<file path="src/rtl/sram_ctl.sv">
module sram_ctl #(
  parameter int AW        = 17,
  parameter int CLK_NS    = 5,
  parameter int T_RC_NS   = 45,
  parameter int T_AA_NS   = 45,
  parameter int T_DOE_NS  = 22,
  parameter int T_WC_NS   = 45,
  parameter int T_PWE_NS  = 35,
  parameter int T_SCE_NS  = 35,
  parameter int T_SD_NS   = 25,
  parameter int T_HZOE_NS = 18
) (
  input  logic          clk,
  input  logic          rst_n,
  input  logic          req_valid,
  input  logic          req_write,
  input  logic [AW-1:0] req_addr,
  input  logic [15:0]   req_wdata,
  input  logic [1:0]    req_be,
  output logic          req_ready,
  output logic          rsp_valid,
  output logic [15:0]   rsp_rdata,
  output logic [AW-1:0] mem_addr,
  output logic          mem_ce_n,
  output logic          mem_we_n,
  output logic          mem_oe_n,
  output logic          mem_ub_n,
  output logic          mem_lb_n,
  output logic [15:0]   mem_dq_out,
  output logic          mem_dq_oe,
  input  logic [15:0]   mem_dq_in
);

  function automatic int ns2cyc(input int ns);
    int c;
    c = (ns + CLK_NS - 1) / CLK_NS;
    return (c < 1) ? 1 : c;
  endfunction

  function automatic int imax(input int a, input int b);
    return (a > b) ? a : b;
  endfunction

  localparam int RD_LEN = imax(ns2cyc(T_RC_NS), imax(ns2cyc(T_AA_NS), ns2cyc(T_DOE_NS)));
  localparam int WE_LOW = imax(ns2cyc(T_PWE_NS), imax(ns2cyc(T_SD_NS), ns2cyc(T_SCE_NS)));
  localparam int WR_LEN = imax(ns2cyc(T_WC_NS), WE_LOW + 1);
  localparam int TA_LEN = ns2cyc(T_HZOE_NS);
  localparam int CW     = $clog2(imax(imax(RD_LEN, WR_LEN), TA_LEN) + 1);

  typedef enum logic [1:0] {S_IDLE, S_RD, S_TURN, S_WR} state_t;

  state_t        st;
  logic [CW-1:0] cnt;
  logic [1:0]    be_q;
  logic [15:0]   wdata_q;
  logic [15:0]   lane;

  assign req_ready  = (st == S_IDLE);
  assign mem_dq_out = wdata_q;
  assign lane       = {{8{be_q[1]}}, {8{be_q[0]}}};

  always_ff @(posedge clk or negedge rst_n) begin
    if (!rst_n) begin
      st        <= S_IDLE;
      cnt       <= '0;
      be_q      <= '0;
      wdata_q   <= '0;
      mem_addr  <= '0;
      rsp_valid <= 1'b0;
      rsp_rdata <= '0;
      mem_ce_n  <= 1'b1;
      mem_we_n  <= 1'b1;
      mem_oe_n  <= 1'b1;
      mem_ub_n  <= 1'b1;
      mem_lb_n  <= 1'b1;
      mem_dq_oe <= 1'b0;
    end else begin
      rsp_valid <= 1'b0;
      case (st)
        S_IDLE: if (req_valid) begin
          cnt      <= '0;
          mem_addr <= req_addr;
          be_q     <= req_be;
          mem_ce_n <= 1'b0;
          mem_ub_n <= ~req_be[1];
          mem_lb_n <= ~req_be[0];
          if (req_write) begin
            st        <= S_WR;
            wdata_q   <= req_wdata;
            mem_we_n  <= 1'b0;
            mem_dq_oe <= 1'b1;
          end else begin
            st       <= S_RD;
            mem_oe_n <= 1'b0;
          end
        end
        S_RD: if (cnt == CW'(RD_LEN - 1)) begin
          rsp_rdata <= mem_dq_in & lane;
          rsp_valid <= 1'b1;
          st        <= S_TURN;
          cnt       <= '0;
          mem_ce_n  <= 1'b1;
          mem_oe_n  <= 1'b1;
          mem_ub_n  <= 1'b1;
          mem_lb_n  <= 1'b1;
        end else begin
          cnt <= cnt + CW'(1);
        end
        S_TURN: if (cnt == CW'(TA_LEN - 1)) st <= S_IDLE;
                else cnt <= cnt + CW'(1);
        S_WR: begin
          cnt <= cnt + CW'(1);
          if (cnt == CW'(WE_LOW - 1)) mem_we_n <= 1'b1;
          if (cnt == CW'(WR_LEN - 1)) begin
            st        <= S_IDLE;
            rsp_valid <= 1'b1;
            mem_ce_n  <= 1'b1;
            mem_ub_n  <= 1'b1;
            mem_lb_n  <= 1'b1;
            mem_dq_oe <= 1'b0;
          end
        end
        default: st <= S_IDLE;
      endcase
    end
  end

endmodule

</file>
<file path="config.mk">
export PLATFORM = sky130hd
export DESIGN_NAME = sram_ctl
export DESIGN_NICKNAME = d
export VERILOG_FILES = /design/src/rtl/sram_ctl.sv
export SDC_FILE = /design/constraint.sdc
export NUM_CORES = 1
export LEC_CHECK = 0
export ABC_AREA = 0
export BUFFER_PORTS_ARGS = -buffer_cell sky130_fd_sc_hd__buf_2
export CAP_MARGIN = 5
export CELL_PAD_IN_SITES_DETAIL_PLACEMENT = 0
export CELL_PAD_IN_SITES_GLOBAL_PLACEMENT = 1
export CORE_AREA = 2 2 87 89
export DETAILED_ROUTE_END_ITERATION = 16
export DIE_AREA = 0 0 89 91
export PLACE_DENSITY = 0.81
export SYNTH_ARGS = -nofsm -noshare
export SYNTH_HDL_FRONTEND = slang
export SYNTH_SLANG_ARGS = --single-unit
</file>
<file path="constraint.sdc">
create_clock -name clk -period 2.6 [get_ports clk]
set_clock_uncertainty 0.05 [all_clocks]
set_input_delay 0.65 -clock clk [delete_from_list [all_inputs] [get_ports clk]]
set_output_delay 0.65 -clock clk [all_outputs]
set_load 0.05 [all_outputs]
</file>
==> flow_summary.html <==
<table>
<tr><th>Metric</th><th>Value</th></tr>
<tr><th colspan="2">Outcome</th></tr>
<tr><td>Result of the run</td><td>finished, final reports clean</td></tr>
<tr><th colspan="2">Cells and area</th></tr>
<tr><td>Area overhead of the layout relative to synthesis</td><td>30.5%</td></tr>
<tr><td>ANT cells</td><td>0</td></tr>
<tr><td>Fraction of layout instances using a drive strength above 1</td><td>46.1%</td></tr>
<tr><td>Nets@finish</td><td>slightly above 400</td></tr>
<tr><td>Non-Filler Instances</td><td>roughly 460</td></tr>
<tr><td>Count of fill cells added during filler insertion</td><td>between 700 and 800</td></tr>
<tr><th colspan="2">Yosys</th></tr>
<tr><td>Post-Synth Adder-Cell Area</td><td>under 10%</td></tr>
<tr><td>Total standard cell area after synthesis</td><td>about 2700 um^2</td></tr>
<tr><td>Synth Area in XOR/XNOR</td><td>less than 1%</td></tr>
<tr><td>Gate count after technology mapping</td><td>around 240</td></tr>
<tr><td>Fraction of the mapped netlist area in compound gates</td><td>between 10% and 20%</td></tr>
<tr><td>Combinational family with the most area after synthesis</td><td>simple AND/OR/NAND/NOR gates</td></tr>
<tr><td>Seq cells post-synth</td><td>64</td></tr>
<tr><td>Portion of the post-synthesis area used by sequential elements</td><td>about three fifths</td></tr>
<tr><td>Async S/R FF share, synth</td><td>between 90% and 100%</td></tr>
<tr><td>Count of distinct cell types in the synthesized netlist</td><td>40</td></tr>
<tr><td>Ys Warns</td><td>0</td></tr>
<tr><td>Most used DFF post-synth</td><td>dfrtp_1</td></tr>
<tr><td>Proportion of synthesized area in mux cells</td><td>6.62%</td></tr>
<tr><td>Synth Area in Simple Gates</td><td>between 15 and 20%</td></tr>
<tr><td>Net count after synthesis</td><td>approximately 300</td></tr>
<tr><td>Number of flops mapped to enable cells by yosys</td><td>0</td></tr>
<tr><td>Post-synthesis area per instance</td><td>11.2 um^2</td></tr>
<tr><th colspan="2">Setup path</th></tr>
<tr><td>Critical setup path kind</td><td>flop to primary output</td></tr>
<tr><td>Startpoint type of the worst setup path</td><td>flop</td></tr>
<tr><td>Critical path capture point type</td><td>primary output</td></tr>
<tr><td>WP data required</td><td>around 1.9 ns</td></tr>
<tr><td>Startpoint of the lowest-slack register-to-register path</td><td>cnt[0]</td></tr>
<tr><td>Source of the critical timing path</td><td>st[1]</td></tr>
<tr><td>Critical Path AT</td><td>approximately 1.5 ns</td></tr>
<tr><td>Largest driver fanout on the critical path</td><td>13</td></tr>
<tr><th colspan="2">Timing</th></tr>
<tr><td>Headroom to the max-slew limit</td><td>between 50% and 60%</td></tr>
<tr><td>Setup TNS</td><td>0 ns</td></tr>
<tr><td>Setup Viol. Count Final</td><td>0</td></tr>
<tr><td>Final-report hold violation count</td><td>0</td></tr>
<tr><td>Clock period minus worst slack</td><td>roughly 2.2 ns</td></tr>
<tr><td>Transition time at the pin with the least slew margin</td><td>between 0.6 and 0.7 ns</td></tr>
<tr><td>Fmax</td><td>between 400 and 500 MHz</td></tr>
<tr><td>Final count of pins violating max slew</td><td>0</td></tr>
<tr><td>Unrepaired setup endpoints after global routing</td><td>false</td></tr>
<tr><td>Final period util</td><td>84.0%</td></tr>
<tr><th colspan="2">Pwr</th></tr>
<tr><td>Maximum resistive drop on vdd</td><td>between 0.6 and 0.7 mV</td></tr>
<tr><td>Lkg Pwr</td><td>~1.9 nW</td></tr>
<tr><td>Power per standard cell area</td><td>between 1500 and 2000 nW/um^2</td></tr>
<tr><th colspan="2">Die</th></tr>
<tr><td>Core footprint</td><td>7140 um^2</td></tr>
<tr><td>Site Rows</td><td>31</td></tr>
<tr><td>Starting density of the core</td><td>around two fifths</td></tr>
<tr><td>Overall die area</td><td>between 8000 and 9000 um^2</td></tr>
<tr><td>Number of top-level design ports</td><td>~110</td></tr>
<tr><td>Die width</td><td>just under 90 um</td></tr>
<tr><td>Y dimension of the die</td><td>91 um</td></tr>
<tr><th colspan="2">Global route</th></tr>
<tr><td>Most utilized layer in the global route result</td><td>met2</td></tr>
<tr><td>Vias in the first global route</td><td>roughly 2100</td></tr>
<tr><td>Global-route met1 utilization</td><td>just over 20%</td></tr>
<tr><td>GRT overflow</td><td>0</td></tr>
<tr><td>Overall global routing resource usage</td><td>about 16%</td></tr>
<tr><td>Pin count of the biggest net entering global routing</td><td>38</td></tr>
<tr><td>Global-route met2 utilization</td><td>around a quarter</td></tr>
<tr><td>Routing usage on met3</td><td>under 10%</td></tr>
<tr><td>Antenna violations before repair</td><td>0</td></tr>
<tr><td>Wire length of the first global-routing pass</td><td>approximately 10 mm</td></tr>
<tr><th colspan="2">Clock tree</th></tr>
<tr><td>Buffer cell driving the clock tree root</td><td>clkbuf_8</td></tr>
<tr><td>Clock transition at the registers of the reported paths</td><td>~0.070 ns</td></tr>
<tr><td>Worst-case clock buffer depth</td><td>2</td></tr>
<tr><td>CTS sink count</td><td>64</td></tr>
<tr><td>Setup repair bufs after CTS</td><td>0</td></tr>
<tr><td>CTS Hold Buffers Added</td><td>0</td></tr>
<tr><td>Insertion delay to the later sink of the worst-skew pair</td><td>around 0.33 ns</td></tr>
<tr><td>CTS tree</td><td>done</td></tr>
<tr><td>TritonCTS Buffers</td><td>9</td></tr>
<tr><td># H-tree levels</td><td>3</td></tr>
<tr><td>Count of instances resized after the clock tree is built</td><td>0</td></tr>
<tr><th colspan="2">Min path</th></tr>
<tr><td>Hold crit path type</td><td>primary input to asynchronous set/reset pin</td></tr>
<tr><th colspan="2">Routing</th></tr>
<tr><td>Residual DRC</td><td>0</td></tr>
<tr><td>Vias post-DR</td><td>2134</td></tr>
<tr><td>Post-detailed-route count of antenna-violating nets</td><td>0</td></tr>
<tr><td>Starting DRT DRC Count</td><td>100</td></tr>
<tr><td>Number of search-and-repair iterations in the first detailed-routing pass</td><td>4</td></tr>
<tr><td>Vias per cell</td><td>between 4 and 5</td></tr>
<tr><td>Average wire per cell in the routed design</td><td>13.2 um</td></tr>
<tr><td>Post-Route WL</td><td>about 6.0 mm</td></tr>
<tr><th colspan="2">Run</th></tr>
<tr><td>Number of violations of the max-capacitance limit</td><td>0</td></tr>
<tr><th colspan="2">Place</th></tr>
<tr><td>Detailed placement HPWL</td><td>4.35 mm</td></tr>
<tr><td>Instance count after placement with tap cells included</td><td>between 400 and 500</td></tr>
<tr><td>Final weighted congestion in routability-driven placement</td><td>~0.77</td></tr>
<tr><td>Quantity of I/O buffers inserted on ports</td><td>111</td></tr>
</table>
[sequential cells by signal (all words and copies together), names as in the netlist]
signal	cells
st	2
mem_dq_out	16
mem_ub_n	1
mem_ce_n	1
cnt	4
mem_oe_n	1
mem_addr	17
be_q	2
mem_we_n	1
rsp_valid	1
mem_lb_n	1
rsp_rdata	16
mem_dq_oe	1
[kinds of logic after synthesis]
group           after synthesis
simple gates                100
flops                        64
compound gates               35
buf+inv                      24
mux                          16
fa+ha+maj                     3
xor+xnor                      1
[critical path, stage by stage, from the launching register on]
cell and delay [ns]:
dfrtp_1 0.52, nor2_1 0.31, buf_2 0.33
[where the power goes]
group | internal [mW] | switching, mW
clock network | 0.453 | 0.350
registers | 1.49 | 0.333
logic | 0.742 | 2.06
[routing by layer]
layer  vias up  wire length (um)
li1       1053                 -
met2        75              2820
met1       997              2660
met5         -                 0
met3         9               494
met4         0                72
[final timing paths]
| path | slack, ns | depth (start not counted) | end |
|---|---|---|---|
| worst max-delay path | 0.42 | 2 | req_ready |
| worst min-delay path | 0.28 | 1 | mem_dq_out[14] |
| min in group clk | 0.41 | 2 | mem_ce_n |
| worst min register to register | 0.41 | 2 | mem_ce_n |
| max in group asynchronous | 1.54 | 2 | mem_ub_n |
| worst max register to register | 0.59 | 5 | rsp_rdata[9] |
[layout make-up]
cell class | count | area (um^2) | share of cell area (%)
multi-input combinational | 155 | 997 | 28.1
inverter | 7 | 26.3 | 0.740
sequential | 64 | 1610 | 45.3
tap | 99 | 124 | 3.49
clock buffer | 16 | 190 | 5.36
timing repair buffer | 116 | 606 | 17.1
[cell usage after synthesis, types with 2 or more instances]
| library cell | count | share of area, % |
|---|---|---|
| a21bo_2 | 16 | 5.9 |
| a21oi_1 | 3 | 0.55 |
| a31o_2 | 2 | 0.64 |
| a31oi_1 | 2 | 0.46 |
| buf_2 | 8 | 1.5 |
| buf_6 | 2 | 0.83 |
| clkbuf_1 | 5 | 0.69 |
| dfrtp_1 | 59 | 54 |
| dfstp_2 | 5 | 4.8 |
| ha_1 | 3 | 1.4 |
| inv_1 | 7 | 0.97 |
| mux2_1 | 8 | 3.3 |
| mux2_2 | 8 | 3.3 |
| nand2_1 | 63 | 8.7 |
| nand3_1 | 3 | 0.55 |
| nand4_1 | 16 | 3.7 |
| nor2_1 | 3 | 0.41 |
| nor2b_1 | 2 | 0.46 |
| nor4b_1 | 2 | 0.64 |
| o21ai_0 | 4 | 0.74 |
| o31ai_1 | 2 | 0.55 |
| or3b_2 | 2 | 0.64 |
[layout by cell type (no fill, tap or decap), types with 4 or more instances in the layout]
cell type,count
a21bo_2,16
inv_1,7
o21ai_0,4
nand2_1,63
buf_2,111
nand4_1,16
buf_4,4
clkbuf_8,13
dfrtp_1,59
dfstp_2,5
mux2_1,8
mux2_2,8
[through the flow]
stage | util, % | hold slack [ns] | total power [mW] | instance area (um^2) | setup slack [ns]
after global routing | 49.8 | 0.328 | 5.75 | 3550 | 0.325
final | 49.8 | 0.284 | 5.43 | 3550 | 0.416
after CTS | 49.8 | 0.299 | 5.48 | 3550 | 0.404
after floorplan | - | 0.304 | 4.01 | 2720 | 0.566
after global placement | 47.1 | 0.395 | 4.62 | 3360 | 0.650
after detailed placement | 47.1 | 0.406 | 4.66 | 3360 | 0.588
No activity file was read; power rests on OpenSTA's default activity.
